### src/rtl/tla_pkg.sv
// Package: shared bit positions for the configuration and status bytes.
// Assumes byte-wide configuration and status registers.
package tla_pkg;
    localparam int CFG_DIS_BIT = 5;   // 1 = pin forced inactive
    localparam int CFG_POL_BIT = 4;   // 1 = active-high
    localparam int CFG_CLR_BIT = 3;   // write 1 clears alert, reads 0
    localparam int ST_PIN_BIT  = 3;   // mirrors pin level
    localparam int ST_HI_BIT   = 2;   // sticky above-upper flag
    localparam int ST_LO_BIT   = 1;   // sticky below-lower flag
    localparam int N_FLAGS     = 2;
    localparam int FLAG_HI     = 0;
    localparam int FLAG_LO     = 1;
endpackage

### src/rtl/tla_limit_reg.sv
// Module: one limit register. Only the compared upper bits are stored;
// lower bits read back as zero. Assumes DATA_W > CMP_W.
module tla_limit_reg #(
    parameter int DATA_W = 16,
    parameter int CMP_W  = 11,
    parameter logic [DATA_W-1:0] RST_VAL = 16'h7FE0
) (
    input  logic              clk,
    input  logic              rst_n,
    input  logic              wr,
    input  logic [DATA_W-1:0] wdata,
    output logic [DATA_W-1:0] q
);
    localparam int LSB_W = DATA_W - CMP_W;

    logic [CMP_W-1:0] kept;
    logic             unused_low;

    // Purpose: hold the upper bits of the limit, reloading on a write.
    always_ff @(posedge clk) begin
        if (!rst_n)
            kept <= RST_VAL[DATA_W-1:LSB_W];
        else if (wr)
            kept <= wdata[DATA_W-1:LSB_W];
    end

    assign unused_low = ^wdata[LSB_W-1:0];
    assign q = {kept, {LSB_W{1'b0}}};
endmodule

### src/rtl/tla_window_cmp.sv
// Module: signed window comparator on the top CMP_W bits of a sample.
// Purely combinational; strict greater-than and strict less-than.
module tla_window_cmp #(
    parameter int DATA_W = 16,
    parameter int CMP_W  = 11
) (
    input  logic [DATA_W-1:0] sample,
    input  logic [DATA_W-1:0] hi_lim,
    input  logic [DATA_W-1:0] lo_lim,
    output logic              above,
    output logic              below
);
    localparam int LSB_W = DATA_W - CMP_W;

    logic signed [CMP_W-1:0] s_val, s_hi, s_lo;
    logic                    unused_fine;

    assign s_val = sample[DATA_W-1:LSB_W];
    assign s_hi  = hi_lim[DATA_W-1:LSB_W];
    assign s_lo  = lo_lim[DATA_W-1:LSB_W];
    assign unused_fine = ^{sample[LSB_W-1:0], hi_lim[LSB_W-1:0], lo_lim[LSB_W-1:0]};

    // Purpose: compare the sample against both limits.
    always_comb begin
        above = (s_val > s_hi);
        below = (s_val < s_lo);
    end
endmodule

### src/rtl/tla_sticky_flag.sv
// Module: sticky status flag. Set by an event; cleared by a read only
// while its condition is false. A set wins over a clear.
module tla_sticky_flag (
    input  logic clk,
    input  logic rst_n,
    input  logic set_ev,
    input  logic rd_ev,
    input  logic cond_now,
    output logic flag
);
    // Purpose: set on the event, clear on a read once the condition is gone.
    always_ff @(posedge clk) begin
        if (!rst_n)
            flag <= 1'b0;
        else if (set_ev)
            flag <= 1'b1;
        else if (rd_ev && !cond_now)
            flag <= 1'b0;
    end
endmodule

### src/rtl/tla_alert_ctl.sv
// Module: alert hysteresis state, configuration byte, sticky flags, pin
// and status byte. Assumes above/below are valid whenever conv_done is high.
module tla_alert_ctl
    import tla_pkg::*;
#(
    parameter int CFG_W  = 8,
    parameter int STAT_W = 8
) (
    input  logic              clk,
    input  logic              rst_n,
    input  logic              conv_done,
    input  logic              above,
    input  logic              below,
    input  logic              cfg_wr,
    input  logic [CFG_W-1:0]  cfg_wdata,
    input  logic              stat_rd,
    input  logic              ara_clr,
    output logic              alert_pin,
    output logic              alert_state,
    output logic [CFG_W-1:0]  cfg_q,
    output logic [STAT_W-1:0] stat_q
);
    logic               clear_req;
    logic               above_last, below_last;
    logic [N_FLAGS-1:0] set_v, cond_v, flag_v;
    logic               pin_active;

    assign clear_req = ara_clr | (cfg_wr & cfg_wdata[CFG_CLR_BIT]);

    // Purpose: configuration byte; the alert-reset bit is never stored.
    always_ff @(posedge clk) begin
        if (!rst_n)
            cfg_q <= '0;
        else if (cfg_wr) begin
            cfg_q <= cfg_wdata;
            cfg_q[CFG_CLR_BIT] <= 1'b0;
        end
    end

    // Purpose: hysteresis alert state; clears win over a same-cycle set.
    always_ff @(posedge clk) begin
        if (!rst_n)
            alert_state <= 1'b0;
        else if (clear_req)
            alert_state <= 1'b0;
        else if (conv_done && above)
            alert_state <= 1'b1;
        else if (conv_done && below)
            alert_state <= 1'b0;
    end

    // Purpose: remember the outcome of the most recent conversion.
    always_ff @(posedge clk) begin
        if (!rst_n) begin
            above_last <= 1'b0;
            below_last <= 1'b0;
        end else if (conv_done) begin
            above_last <= above;
            below_last <= below;
        end
    end

    // Purpose: present each flag's set event and live condition.
    always_comb begin
        set_v[FLAG_HI]  = conv_done & above;
        set_v[FLAG_LO]  = conv_done & below;
        cond_v[FLAG_HI] = conv_done ? above : above_last;
        cond_v[FLAG_LO] = conv_done ? below : below_last;
    end

    for (genvar g = 0; g < N_FLAGS; g++) begin : g_flag
        tla_sticky_flag u_flag (
            .clk      (clk),
            .rst_n    (rst_n),
            .set_ev   (set_v[g]),
            .rd_ev    (stat_rd),
            .cond_now (cond_v[g]),
            .flag     (flag_v[g])
        );
    end

    // Purpose: pin level from state, enable and polarity.
    always_comb begin
        pin_active = alert_state & ~cfg_q[CFG_DIS_BIT];
        alert_pin  = cfg_q[CFG_POL_BIT] ? pin_active : ~pin_active;
    end

    // Purpose: assemble the status byte.
    always_comb begin
        stat_q             = '0;
        stat_q[ST_PIN_BIT] = alert_pin;
        stat_q[ST_HI_BIT]  = flag_v[FLAG_HI];
        stat_q[ST_LO_BIT]  = flag_v[FLAG_LO];
    end
endmodule

### src/rtl/thermal_alert.sv
// Module: top of the temperature limit alert block. Wires the two limit
// registers, the window comparator and the alert controller. Assumes
// conv_done, stat_rd and ara_clr are single-cycle strobes.
module thermal_alert #(
    parameter int DATA_W = 16,
    parameter int CMP_W  = 11,
    parameter int CFG_W  = 8,
    parameter int STAT_W = 8,
    parameter logic [DATA_W-1:0] HI_RST = 16'h7FE0,
    parameter logic [DATA_W-1:0] LO_RST = 16'h8000
) (
    input  logic              clk,
    input  logic              rst_n,
    input  logic              conv_done,
    input  logic [DATA_W-1:0] conv_result,
    input  logic              hi_wr,
    input  logic              lo_wr,
    input  logic [DATA_W-1:0] lim_wdata,
    input  logic              cfg_wr,
    input  logic [CFG_W-1:0]  cfg_wdata,
    input  logic              stat_rd,
    input  logic              ara_clr,
    output logic              alert_pin,
    output logic [DATA_W-1:0] hi_lim_q,
    output logic [DATA_W-1:0] lo_lim_q,
    output logic [CFG_W-1:0]  cfg_q,
    output logic [STAT_W-1:0] stat_q
);
    logic above, below;
    logic alert_state;

    tla_limit_reg #(.DATA_W(DATA_W), .CMP_W(CMP_W), .RST_VAL(HI_RST)) u_hi (
        .clk(clk), .rst_n(rst_n), .wr(hi_wr), .wdata(lim_wdata), .q(hi_lim_q)
    );

    tla_limit_reg #(.DATA_W(DATA_W), .CMP_W(CMP_W), .RST_VAL(LO_RST)) u_lo (
        .clk(clk), .rst_n(rst_n), .wr(lo_wr), .wdata(lim_wdata), .q(lo_lim_q)
    );

    tla_window_cmp #(.DATA_W(DATA_W), .CMP_W(CMP_W)) u_cmp (
        .sample(conv_result), .hi_lim(hi_lim_q), .lo_lim(lo_lim_q),
        .above(above), .below(below)
    );

    tla_alert_ctl #(.CFG_W(CFG_W), .STAT_W(STAT_W)) u_ctl (
        .clk         (clk),
        .rst_n       (rst_n),
        .conv_done   (conv_done),
        .above       (above),
        .below       (below),
        .cfg_wr      (cfg_wr),
        .cfg_wdata   (cfg_wdata),
        .stat_rd     (stat_rd),
        .ara_clr     (ara_clr),
        .alert_pin   (alert_pin),
        .alert_state (alert_state),
        .cfg_q       (cfg_q),
        .stat_q      (stat_q)
    );
endmodule

### config.mk
export PLATFORM = sky130hd
export DESIGN_NAME = thermal_alert
export DESIGN_NICKNAME = d
export VERILOG_FILES = /design/src/rtl/tla_pkg.sv /design/src/rtl/tla_limit_reg.sv /design/src/rtl/tla_window_cmp.sv /design/src/rtl/tla_sticky_flag.sv /design/src/rtl/tla_alert_ctl.sv /design/src/rtl/thermal_alert.sv
export SDC_FILE = /design/constraint.sdc
export NUM_CORES = 1
export LEC_CHECK = 0
export ABC_CLOCK_PERIOD_IN_PS = 1750
export BUFFER_PORTS_ARGS = -buffer_cell sky130_fd_sc_hd__buf_4
export CAP_MARGIN = 30
export CORE_MARGIN = 4
export CORE_UTILIZATION = 41
export DETAILED_ROUTE_END_ITERATION = 6
export PLACE_DENSITY = 0.76
export SLEW_MARGIN = 20
export SYNTH_ARGS = -nofsm -noshare
export SYNTH_HDL_FRONTEND = slang
export SYNTH_SLANG_ARGS = --single-unit
### constraint.sdc
create_clock -name clk -period 1.75 [get_ports clk]
set_input_delay 0.35 -clock clk [delete_from_list [all_inputs] [get_ports clk]]
set_output_delay 0.35 -clock clk [all_outputs]
set_load 0.02 [all_outputs]
Word-level counts from Yosys, hierarchy flattened
Cells that the tools add are included.

Register bits: 34. Output and inout bits: 49. Word-level logic and storage cells: 37.

$lt $le $gt $ge: 2. Muxes and demuxes: 9. Bitwise gates (word level): 8. Reductions and logical operators: 10.

Operator list (count): $gt 11x11->1 (1); $lt 11x11->1 (1); $mux 1 (9); $reduce_bool 2->1 (3); $and 1x1->1 (4); $logic_and 1x1->1 (4); $not 1->1 (3); $logic_not 1->1 (2); $reduce_or 2->1 (1); $or 1x1->1 (1).

Logic depth before layout (Yosys ltp)
Word-level depth: 6. Depth in mapped cells: 7.

Hierarchy
A second synthesis with hierarchy kept.

Cells, all modules: 211. Area, all modules: 1991.9 µm².

By module, submodules not included: tla_window_cmp (instances 1, cells each 75, area each 545.5 µm²); tla_alert_ctl (instances 1, cells each 46, area each 480.5 µm²); tla_limit_reg at u_lo (instances 1, cells each 41, area each 452.9 µm²); tla_limit_reg at u_hi (instances 1, cells each 41, area each 430.4 µm²); tla_sticky_flag (instances 2, cells each 4, area each 41.3 µm²).

Worst setup path before layout
OpenSTA, ideal clock, no wires.

Path kind: reg2reg. From: register u_hi.kept[10]. To: register u_ctl.above_last. Data arrival time: 1.783 ns. Setup slack: -0.091 ns. Stages on the path, launching flop included: 8. Buffers on the path: 0. Cell sequence: dfxtp_1 -> inv_1 -> ha_1 -> nand4_1 -> a211o_1 -> and4_4 -> a211oi_2 -> o21a_1.

Longest elaborated chain between the ends: 2.

Ends and longest elaborated chain: from (decl) (line tla_limit_reg.sv:16) `logic [CMP_W-1:0] kept;`; from (signal assigned) (line tla_limit_reg.sv:22) `kept <= RST_VAL[DATA_W-1:LSB_W];`; from (signal assigned) (line tla_limit_reg.sv:24) `kept <= wdata[DATA_W-1:LSB_W];`; $gt 11x11->1 (line tla_window_cmp.sv:25) `above = (s_val > s_hi);`; $mux 1; to (signal assigned) (line tla_alert_ctl.sv:58) `above_last <= above;`; to (decl) (line tla_alert_ctl.sv:24) `logic above_last, below_last;`.

No other way between the ends. A chain may end at the register's enable or synchronous reset.

Worst setup path after layout
From: register u_lo.kept[5]. To: register u_ctl.alert_state.

Longest elaborated chain between the ends: 3.

Ends and longest elaborated chain: from (decl) (line tla_limit_reg.sv:16); from (signal assigned) (line tla_limit_reg.sv:22); from (signal assigned) (line tla_limit_reg.sv:24); $lt 11x11->1 (line tla_window_cmp.sv:26) `below = (s_val < s_lo);`; $logic_and 1x1->1 (line tla_alert_ctl.sv:48) `else if (conv_done && below)`; $reduce_bool 2->1 (no line); to (signal assigned) (line tla_alert_ctl.sv:45) `alert_state <= 1'b0;`; to (signal assigned) (line tla_alert_ctl.sv:47) `alert_state <= 1'b1;`; to (signal assigned) (line tla_alert_ctl.sv:49) `alert_state <= 1'b0;`; to (decl) (line tla_alert_ctl.sv:19) `output logic alert_state,`.

No other way between the ends.

==> flow_metrics.py <==
metrics = {
    "synth": {
        "mappedNetlistArea_mm2": 0.00189,
        "synthFlopType": "dfxtp_1",
        "yosysWarnings": 0,
        "synth_cell_types": 32,
        "synth-xor-area-share_pct": 0.462,
        "synth.top_cells.by_count": "34 x dfxtp_1, 23 x inv_1, 21 x ha_1",
        "synth-seq-cells": 34,
        "synth_top_family_by_area": "adder cells",
        "synth_fa_ha_area_share_pct": 13.9,
        "synth-edff-count": 0,
        "yosysTopAreaCell": "dfxtp_1",
        "ys_seq_area_share_pct": 35.9,
        "synthCells": 212,
        "synth-simple-area-share_pct": 12.0,
        "synth_mux_area_share_pct": 10.6,
        "async_flop_share_pct": 0,
        "postSynthAreaPerCell_um2": 8.94,
        "synth.most_common_cell": "dfxtp_1",
        "synth-compound-area-share_pct": 13.4,
        "synth_top_area_share_pct": 35.9,
        "netlist_top_cells_area": "dfxtp_1 36%, ha_1 14%, mux2i_1 11%",
    },
    "power": {
        "p_int_mw": 1.54,
        "p_clk_share_pct": 32.9,
        "p_switching_mw": 0.636,
        "total_power_mw": 2.17,
        "p_leak_nw": 1.35,
        "pwr-share-seq_pct": 39.6,
        "combPwrFrac_pct": 27.5,
        "p_per_area_mw_per_mm2": 780,
        "peakVddDrop_mv": 0.661,
        "switching_share_pct": 29.3,
    },
    "routing": {
        "drt-initial-drc-count": 42,
        "viasPerCell": 4.81,
        "drt_pass1_iterations": 4,
        "wl_per_cell_um": 13.9,
        "drt_wl_total_mm": 4.84,
        "dr_total_vias": 1677,
        "post-route-drc-count": 0,
        "antenna_left": 0,
    },
    "worst_setup_path": {
        "cp-end-kind": "register",
        "rr_startpoint": "u_lo.kept[5]",
        "path_max_fanout": 3,
        "start_kind": "register",
        "max_stage_delay_ps": 360,
        "critical_path.top_delay_family": "compound AO/OA/AOI/OAI gates",
        "path_class": "register to register",
        "crit_arrival_ps": 1920,
        "path_cells": "inv_1, ha_1, a21oi_2, o221ai_2, a211oi_2, mux2i_2, o2bb2ai_1",
        "worst-path-buf-inv": 1,
        "r2r_setup_slack_ps": 7,
        "crit_slowest_cell": "dfxtp_1",
        "rr_worst_depth": 7,
        "cp_data_required_time_ps": 1920,
        "r2r-end": "u_ctl.alert_state",
    },
    "timing": {
        "rsz0062_at_grt": "yes",
        "tns_ps": 0,
        "slew_viol_final": 0,
        "finalWorstPathRequiredPeriod_ps": 1740,
        "finalCritPeriodShare_pct": 99.6,
        "final-hold-violation-count": 0,
        "worst_slack_ps": 6.61,
        "fmax_mhz": 574,
        "fin_worst_skew_ps": 2.26,
        "setup_viol": 0,
    },
    "clocking": {
        "cts_made_buffers": 5,
        "ctsHtreeMaxLevel": 2,
        "cts_tree": "built",
        "clockRootBuffer": "clkbuf_8",
        "hold_buffers": 0,
        "clk_pin_slew_ps": 70,
        "cts.sinks": 34,
        "clock_latency_ps": 290,
        "clockBufferDepth": 2,
    },
    "global_route": {
        "grt-ovfl-total": 0,
        "grt_pass1_wl_mm": 7.87,
        "antenna_found_initial": 0,
        "grt_max_degree": 21,
        "grtUsageTotal_pct": 16.7,
        "grt_pass1_vias": 1743,
    },
    "placement": {
        "io_buffers": 70,
        "gp_congestion": 0.750,
        "dp_hpwl_mm": 3.55,
        "pre_cts_ws_ps": -253,
        "post_dp_cell_area_mm2": 0.00250,
    },
    "floorplanning": {
        "coreArea_mm2": 0.00441,
        "initial_core_util_pct": 42.9,
        "die_w_um": 76.0,
        "ioPinCount": 97,
        "die-height_um": 76.0,
        "fp-row-count": 24,
        "die-area_mm2": 0.00577,
    },
    "status": {
        "status": "finished, final reports clean",
    },
    "worst_hold_path": {
        "hold_end": "u_hi.kept[2]",
        "hold_depth": 3,
        "hold_path_class": "input port to register",
        "worstHoldStart": "lim_wdata[7]",
    },
    "layout": {
        "final_util_pct": 63.1,
        "nets": 365,
        "n_fill_cell": 376,
        "fin_area_mm2": 0.00279,
        "antenna-diode-count": 0,
        "syn_to_final_growth_pct": 47.0,
        "drive_above_1_share_pct": 45.8,
    },
    "run": {
        "maxCapViolations": 0,
    },
}
[power groups by stage]
| stage | clock network (mW) | logic, mW | registers (mW) |
|---|---|---|---|
| 3_3_place_gp | 0 | 0.523 | 0.872 |
| 2_1_floorplan | 0 | 0.285 | 0.924 |
| 5_1_grt | 0.763 | 0.655 | 0.867 |
| 6_report | 0.715 | 0.597 | 0.860 |
| 3_5_place_dp | 0 | 0.533 | 0.874 |
| 4_1_cts | 0.730 | 0.563 | 0.859 |
[cell families after synthesis]
family | count (synthesis)
multiplexers | 20
buffers and inverters | 49
other | 1
AND/OR/NAND/NOR | 50
XOR/XNOR | 1
flip-flops | 34
AO/OA/AOI/OAI | 36
adder cells (fa/ha/maj) | 21
[metrics by stage]
step / hold WS (ps) / instances
detailed placement: 462 / 338
CTS: 283 / 349
global route: 291 / 349
finish: 289 / 349
floorplan: 437 / 227
global placement: 460 / 338
[per-layer routing]
metal	vias up	part of all wire, %	GRT usage [%]	routed length, µm
li1	851	-	-	-
met1	738	42	19.5	2030
met2	79	44	26.0	2150
met3	9	12	9.10	588
met4	0	1.5	4.98	73
met5	-	0	0	0
[layout by cell type (no fill, tap or decap)]
| cell | instances |
|---|---|
| ha_1 | 12 |
| and4_4 | 1 |
| a211oi_2 | 1 |
| a21oi_2 | 4 |
| a41oi_1 | 1 |
| o21a_1 | 6 |
| nand3b_1 | 1 |
| inv_1 | 18 |
| clkbuf_8 | 5 |
| conb_1 | 16 |
| o31ai_2 | 1 |
| nand2_1 | 18 |
| dfxtp_2 | 15 |
| a21oi_1 | 6 |
| a211o_1 | 1 |
| nand2b_2 | 1 |
| o221ai_2 | 1 |
| xnor2_1 | 1 |
| mux2i_2 | 1 |
| a211oi_4 | 1 |
| o2bb2ai_1 | 1 |
| a211oi_1 | 1 |
| nor2b_1 | 4 |
| nand2b_1 | 1 |
| nand4_1 | 3 |
| dfxtp_1 | 19 |
| ha_4 | 9 |
| buf_4 | 88 |
| nand3_1 | 1 |
| clkinv_2 | 2 |
| bufinv_16 | 1 |
| nor3_1 | 2 |
| mux2i_1 | 19 |
| inv_2 | 5 |
| nor2_1 | 18 |
| o211ai_1 | 10 |
| o21ai_0 | 1 |
| o21ai_1 | 1 |
[how the worst max path moves through the flow]
| stage | startpoint | to | depth (start not counted) |
|---|---|---|---|
| floorplan | u_lo.kept[10] | u_ctl.below_last | 7 |
| global placement | conv_result[15] | u_ctl.g_flag[1].u_flag.flag | 7 |
| detailed placement | conv_result[15] | u_ctl.g_flag[1].u_flag.flag | 7 |
| CTS | u_hi.kept[4] | u_ctl.alert_state | 7 |
| global route | u_lo.kept[5] | u_ctl.alert_state | 7 |
| finish | u_lo.kept[5] | u_ctl.alert_state | 7 |
[worst min-delay path, cell delays in order]
cell      delay, ps
buf_4            80
nand2_1          40
o211ai_1         60
[sequential cells by signal (all words and copies together), names as in the netlist]
| signal | count |
|---|---|
| u_hi.kept | 11 |
| u_lo.kept | 11 |
| u_ctl.cfg_q | 7 |
| u_ctl.g_flag.u_flag.flag | 2 |
| u_ctl.above_last | 1 |
| u_ctl.alert_state | 1 |
| u_ctl.below_last | 1 |
[repair_timing]
| item | in CTS | in global routing |
|---|---|---|
| resized for setup | 14 | 13 |
| endpoints found under the setup margin | 5 | 5 |
| buffers inserted | 3 | 0 |
| pin swaps | 10 | 11 |
[area by class of cell]
cell class	instances	area (µm²)	area share (%)
Sequential cell	34	699	25.1
Multi-Input combinational cell	144	1160	41.8
Inverter	23	86.3	3.10
Tap cell	52	65.1	2.34
Clock inverter	3	40.0	1.44
Timing Repair Buffer	88	661	23.7
Clock buffer	5	68.8	2.47
Power figures use the tool's default switching activity.
